[src/rtl/wrb_pkg.sv]
package wrb_pkg;

   typedef enum logic [1:0] {
      ACC_IDLE  = 2'd0,
      ACC_WRITE = 2'd1,
      ACC_READ  = 2'd2
   } acc_kind_e;

   // Smallest byte address width able to reach every register's two halves.
   function automatic int unsigned min_addr_bits(input int unsigned nregs);
      int unsigned bits;
      bits = $clog2(2 * nregs);
      return (bits < 2) ? 2 : bits;
   endfunction

endpackage

[src/rtl/wrb_addr_decode.sv]
module wrb_addr_decode
   import wrb_pkg::*;
#(
   parameter int unsigned NUM_REGS = 4,
   parameter int unsigned ADDR_W   = 4
) (
   input  logic [ADDR_W-1:0]   addr,
   input  logic                wr,
   input  logic                rd,
   output logic [NUM_REGS-1:0] sel,
   output logic                hi_half,
   output logic                mapped,
   output acc_kind_e           acc
);

   localparam int unsigned IDX_W = ADDR_W - 1;

   logic [IDX_W-1:0] idx;

   assign idx     = addr[ADDR_W-1:1];
   assign hi_half = addr[0];

   // One select line per register, each matching its own word index.
   for (genvar k = 0; k < NUM_REGS; k++) begin : g_sel
      assign sel[k] = (idx == IDX_W'(k));
   end

   assign mapped = |sel;

   // A write strobe wins over a simultaneous read strobe.
   always_comb begin
      if (wr)      acc = ACC_WRITE;
      else if (rd) acc = ACC_READ;
      else         acc = ACC_IDLE;
   end

endmodule

[src/rtl/wrb_temp_byte.sv]
module wrb_temp_byte #(
   parameter int unsigned       BUS_W     = 8,
   parameter logic [BUS_W-1:0]  RESET_VAL = '0
) (
   input  logic             clk,
   input  logic             rst_n,
   input  logic             wr_en,
   input  logic [BUS_W-1:0] wr_data,
   input  logic             cap_en,
   input  logic [BUS_W-1:0] cap_data,
   output logic [BUS_W-1:0] q
);

   always_ff @(posedge clk or negedge rst_n) begin
      if (!rst_n) begin
         q <= RESET_VAL;
      end else if (wr_en) begin
         q <= wr_data;
      end else if (cap_en) begin
         q <= cap_data;
      end
   end

endmodule

[src/rtl/wrb_read_mux.sv]
module wrb_read_mux #(
   parameter int unsigned NUM_REGS = 4,
   parameter int unsigned BUS_W    = 8,
   parameter int unsigned REG_W    = 16
) (
   input  logic [NUM_REGS-1:0]       sel,
   input  logic                      hi_half,
   input  logic                      rd_active,
   input  logic [NUM_REGS*REG_W-1:0] live,
   input  logic [BUS_W-1:0]          temp,
   output logic [BUS_W-1:0]          rdata,
   output logic [BUS_W-1:0]          live_hi
);

   logic [BUS_W-1:0] lo_masked [NUM_REGS];
   logic [BUS_W-1:0] hi_masked [NUM_REGS];
   logic [BUS_W-1:0] lo_any;
   logic [BUS_W-1:0] hi_any;

   // AND-OR selection: the select vector is one-hot or empty.
   for (genvar k = 0; k < NUM_REGS; k++) begin : g_mask
      assign lo_masked[k] = sel[k] ? live[k*REG_W +: BUS_W]         : '0;
      assign hi_masked[k] = sel[k] ? live[k*REG_W + BUS_W +: BUS_W] : '0;
   end

   always_comb begin
      lo_any = '0;
      hi_any = '0;
      for (int k = 0; k < NUM_REGS; k++) begin
         lo_any = lo_any | lo_masked[k];
         hi_any = hi_any | hi_masked[k];
      end
   end

   assign live_hi = hi_any;
   assign rdata   = !rd_active ? '0 : (hi_half ? temp : lo_any);

endmodule

[src/rtl/wide_reg_bridge.sv]
module wide_reg_bridge
   import wrb_pkg::*;
#(
   parameter int unsigned NUM_REGS = 4,
   parameter int unsigned BUS_W    = 8,
   parameter int unsigned REG_W    = 16,
   parameter int unsigned ADDR_W   = 4
) (
   input  logic                      clk,
   input  logic                      rst_n,
   input  logic [ADDR_W-1:0]         bus_addr,
   input  logic [BUS_W-1:0]          bus_wdata,
   input  logic                      bus_wr,
   input  logic                      bus_rd,
   output logic [BUS_W-1:0]          bus_rdata,
   input  logic [NUM_REGS*REG_W-1:0] reg_live,
   output logic [NUM_REGS*REG_W-1:0] reg_wdata,
   output logic [NUM_REGS-1:0]       reg_load
);

   localparam int unsigned MIN_ADDR_W = min_addr_bits(NUM_REGS);

   // Elaboration-time parameter checks.
   if (NUM_REGS < 1) begin : g_bad_count
      $error("wide_reg_bridge: NUM_REGS must be at least 1");
   end
   if (REG_W != 2 * BUS_W) begin : g_bad_width
      $error("wide_reg_bridge: REG_W must be twice BUS_W");
   end
   if (ADDR_W < MIN_ADDR_W) begin : g_bad_addr
      $error("wide_reg_bridge: ADDR_W too small for NUM_REGS");
   end

   logic [NUM_REGS-1:0] sel;
   logic                hi_half;
   logic                mapped;
   acc_kind_e           acc;
   logic                wr_hit;
   logic                rd_hit;
   logic [BUS_W-1:0]    temp_q;
   logic [BUS_W-1:0]    live_hi;

   wrb_addr_decode #(
      .NUM_REGS (NUM_REGS),
      .ADDR_W   (ADDR_W)
   ) u_decode (
      .addr    (bus_addr),
      .wr      (bus_wr),
      .rd      (bus_rd),
      .sel     (sel),
      .hi_half (hi_half),
      .mapped  (mapped),
      .acc     (acc)
   );

   assign wr_hit = (acc == ACC_WRITE) && mapped;
   assign rd_hit = (acc == ACC_READ)  && mapped;

   wrb_temp_byte #(
      .BUS_W     (BUS_W),
      .RESET_VAL ('0)
   ) u_temp (
      .clk      (clk),
      .rst_n    (rst_n),
      .wr_en    (wr_hit && hi_half),
      .wr_data  (bus_wdata),
      .cap_en   (rd_hit && !hi_half),
      .cap_data (live_hi),
      .q        (temp_q)
   );

   wrb_read_mux #(
      .NUM_REGS (NUM_REGS),
      .BUS_W    (BUS_W),
      .REG_W    (REG_W)
   ) u_rmux (
      .sel       (sel),
      .hi_half   (hi_half),
      .rd_active (rd_hit),
      .live      (reg_live),
      .temp      (temp_q),
      .rdata     (bus_rdata),
      .live_hi   (live_hi)
   );

   // Write ports: every register sees the same merged word; only the
   // addressed one is strobed, and only on a low-byte write.
   for (genvar k = 0; k < NUM_REGS; k++) begin : g_wport
      assign reg_wdata[k*REG_W +: REG_W] = {temp_q, bus_wdata};
      assign reg_load[k]                 = wr_hit && !hi_half && sel[k];
   end

endmodule

[config.mk]
export PLATFORM = sky130hd
export DESIGN_NAME = wide_reg_bridge
export DESIGN_NICKNAME = d
export VERILOG_FILES = /design/src/rtl/wrb_pkg.sv /design/src/rtl/wrb_addr_decode.sv /design/src/rtl/wrb_temp_byte.sv /design/src/rtl/wrb_read_mux.sv /design/src/rtl/wide_reg_bridge.sv
export SDC_FILE = /design/constraint.sdc
export NUM_CORES = 1
export LEC_CHECK = 0
export ABC_AREA = 1
export BUFFER_PORTS_ARGS = -buffer_cell sky130_fd_sc_hd__buf_2
export CORE_MARGIN = 2
export CORE_UTILIZATION = 40
export CTS_CLUSTER_SIZE = 28
export DETAILED_ROUTE_END_ITERATION = 10
export PLACE_DENSITY = 0.88
export SYNTH_ARGS = -nofsm -noshare
export SYNTH_HDL_FRONTEND = slang
export SYNTH_SLANG_ARGS = --single-unit
[constraint.sdc]
create_clock -name clk -period 2 [get_ports clk]
set_input_delay 0.2 -clock clk [delete_from_list [all_inputs] [get_ports clk]]
set_output_delay 0.2 -clock clk [all_outputs]
set_load 0.005 [all_outputs]
==> out/qor.yml <==
die:
  initial_utilization: 0.4236
  core_um2: 3716
  fp-row-count: 22
  ios: 156
  die_h_um: 66.73
  dieWidth_um: 66.73
  die-area_um2: 4453
pwr:
  leakage_nw: 1.268
  sw_frac_of_total: 0.3683
  clkPwrFrac: 0.233
  powerDensity_nw_per_um2: 409.5
  p_int_mw: 0.5114
  power_frac_comb: 0.488
  p_sw_mw: 0.2982
  peakVddDrop_uv: 204.5
  seqPwrFrac: 0.279
cells_and_area:
  post-route-util: 0.5320
  largest_register_ffs: 8
  largest-register: "u_temp.q"
  nets: 441
  layout-drive-gt1-share: 0.4735
  reg_top3: "u_temp.q x8"
  diodes: 0
  area_growth_pct: 25.60
critical_path:
  path_cells: "buf_2 -> inv_2 -> nand3_1 -> inv_2 -> nand2_1 -> nand3_1 -> nor2_1 -> nor2_1 -> buf_2"
  r2r_cells: 4
  crit_family: "buffers and inverters"
  cp.arrival_ns: 1.48
  worstSetupStartpointType: "input pin"
  critPathLaunch: "bus_addr[3]"
  slowest_stage: "inv_2"
  end_kind: "output port"
  r2r_start: "u_temp.q[2]"
  worstPathRequired_ns: 1.80
  slowest_delay_ns: 0.27
  cp.depth: 9
  timing_worst_setup_path_type: "input pin to output port"
  rr_endpoint: "u_temp.q[2]"
  cp_max_fo: 21
  setup.worst_path.end: "bus_rdata[0]"
  critPathBufInv: 4
  rrSetupSlack_ns: 1.20
worst_hold_path:
  min_path_type: "input pin to flop"
  hold_start: "reg_live[26]"
timing:
  hold_violations: 0
  rsz0062_at_grt: "false"
  setup_tns_ns: 0
  finalSetupViolations: 0
  fin_crit_ns: 1.679
  fin_skew_ns: 0
  fin_crit_sh: 0.8394
  drv_slew: 0
  max_freq_mhz: 595.7
  worstMarginPinSlew_ns: 0.5802
  slew_headroom: 0.6102
synthesis:
  ys_seq_area_frac: 0.1272
  ys_types: 21
  synth_nets: 346
  muxShareOfSynthArea: 0
  synth_xor_area_frac: 0
  synthAdderAreaFrac: 0
  syn_avg_cell_area_um2: 5.917
  synth_simple_gate_area_frac: 0.4245
  synth_top_family_by_area: "simple AND/OR/NAND/NOR gates"
  yosys_warnings: 0
  syn_area_um2: 1574
  synth_seq_cells: 8
  synth_compound_gate_area_share: 0.07631
  postSynthCellCount: 266
detailed_routing:
  drc_errors: 0
  vias: 1980
  vias_per_cell: 4.865
  drt_iter0_drc: 134
  wl_per_cell_um: 12.02
  ant_nets: 0
  firstDrtPassIters: 4
  wirelength_mm: 4.891
global_route:
  grt_pass1_wl_mm: 7.155
  grt_pass1_vias: 1645
  overflow: 0
  grt_usage: 0.2049
  grt_max_degree: 25
  antenna_found_initial: 0
place:
  dp_hpwl_mm: 3.999
  io_buffers: 155
  globalplace.congestion: 0.9129
clock_tree:
  cts.sinks: 8
  clock_path_buffers: 2
  cts_htree_levels: 1
  tritoncts: "yes"
  cts_root_buf: "clkbuf_8"
  clk_pin_slew_worst_paths_ns: 0.04
  postCtsResizedCells: 0
  cts_buffers: 3
  clk_latency_ns: 0.22
job:
  maxCapViolCount: 0
run_status:
  status: "finished clean"
-- synthesized netlist by cell type --
cell      number  share of area
inv_1         16          0.038
nor2_2         1         0.0040
nand2_2        1         0.0040
o21ai_0       23          0.073
nor2_4         2          0.014
o21ai_1        1         0.0032
clkbuf_1       2         0.0048
nor3_1         1         0.0032
nand3_2        1         0.0064
nand2_1       54           0.13
inv_2          4         0.0095
buf_1          1         0.0024
buf_2          3         0.0095
nand4_1       16          0.064
dfrtp_1        8           0.13
buf_6          2          0.014
nor4_1         2         0.0079
nor2_1        22          0.052
buf_4         61           0.29
clkinv_1       1         0.0024
nand3_1       44           0.14
-- power by group through the flow --
stage | Sequential (mW) | Clock, mW | Combinational [mW]
floorplan | 0.223 | 0 | 0.302
global placement | 0.229 | 0 | 0.391
detailed placement | 0.231 | 0 | 0.394
CTS | 0.229 | 0.191 | 0.397
global route | 0.234 | 0.199 | 0.447
finish | 0.226 | 0.189 | 0.395
-- routing by layer --
metal  track usage  share of wire  vias to the layer above
met5             0              0                        -
met4       0.04337         0.0025                        0
met3       0.01182          0.082                        2
met2        0.3888           0.50                      117
met1        0.2515           0.42                      854
li1              -              -                     1007
-- stage by stage --
stage	setup WS [ns]	hold WS (ns)	power (mW)	cells	instance area (um^2)
3_5_place_dp	0.3614	0.04830	0.6246	403	1926
6_report	0.3212	0.3051	0.8096	407	1977
4_1_cts	0.3539	0.3090	0.8164	407	1977
2_1_floorplan	0.8354	-0.09559	0.5258	266	1574
5_1_grt	0.2226	0.3485	0.8792	407	1977
3_3_place_gp	0.4106	0.04391	0.6196	403	1926
-- cells by family after synthesis --
kind of cell | count (synthesis)
simple gates | 144
compound gates | 24
flops | 8
buf+inv | 90
-- tightest hold or removal path, stage by stage --
cell     delay (ns)
buf_2          0.08
nand2_1        0.04
nand2_1        0.05
o21ai_0        0.07
nand2_1        0.05
-- placed cells by master, fill, tap and decap left out --
cell type,Yosys,layout
o21ai_0,23,23
inv_1,16,16
nand3_1,44,44
nor4_1,2,2
nor3_1,1,1
inv_2,4,4
o21ai_1,1,1
buf_4,61,3
nor2_4,2,2
dfrtp_1,8,8
dlygate4sd3_1,0,1
nor2_1,22,22
buf_2,3,155
nand2_2,1,1
clkbuf_8,0,3
nand4_1,16,16
nand2_1,54,54
clkinv_1,1,1
nand3_2,1,1
nor2_2,1,1
-- final cells by class --
cell class,instances,area (um^2)
clock buffers,3,41.29
multi-input cells,168,788.3
well taps,48,60.06
flip-flops and latches,8,200.2
repair buffers,159,808.3
fillers,371,1739
inverters,21,78.83
-- how the worst min path moves through the flow --
stage                        endpoint  slack, ns  depth (start not counted)
after floorplan           u_temp.q[0]       -0.1                          0
after global placement    u_temp.q[1]       0.04                          1
after detailed placement  u_temp.q[1]       0.05                          1
after CTS                 u_temp.q[2]       0.31                          5
after global routing      u_temp.q[2]       0.35                          5
final                     u_temp.q[2]       0.31                          5
-- what timing repair did --
item                                   4_1_cts  5_1_grt
buffers inserted                             0        0
hold buffers                                 1        0
endpoints found under the hold margin        8        0
Power figures use the tool's default switching activity.
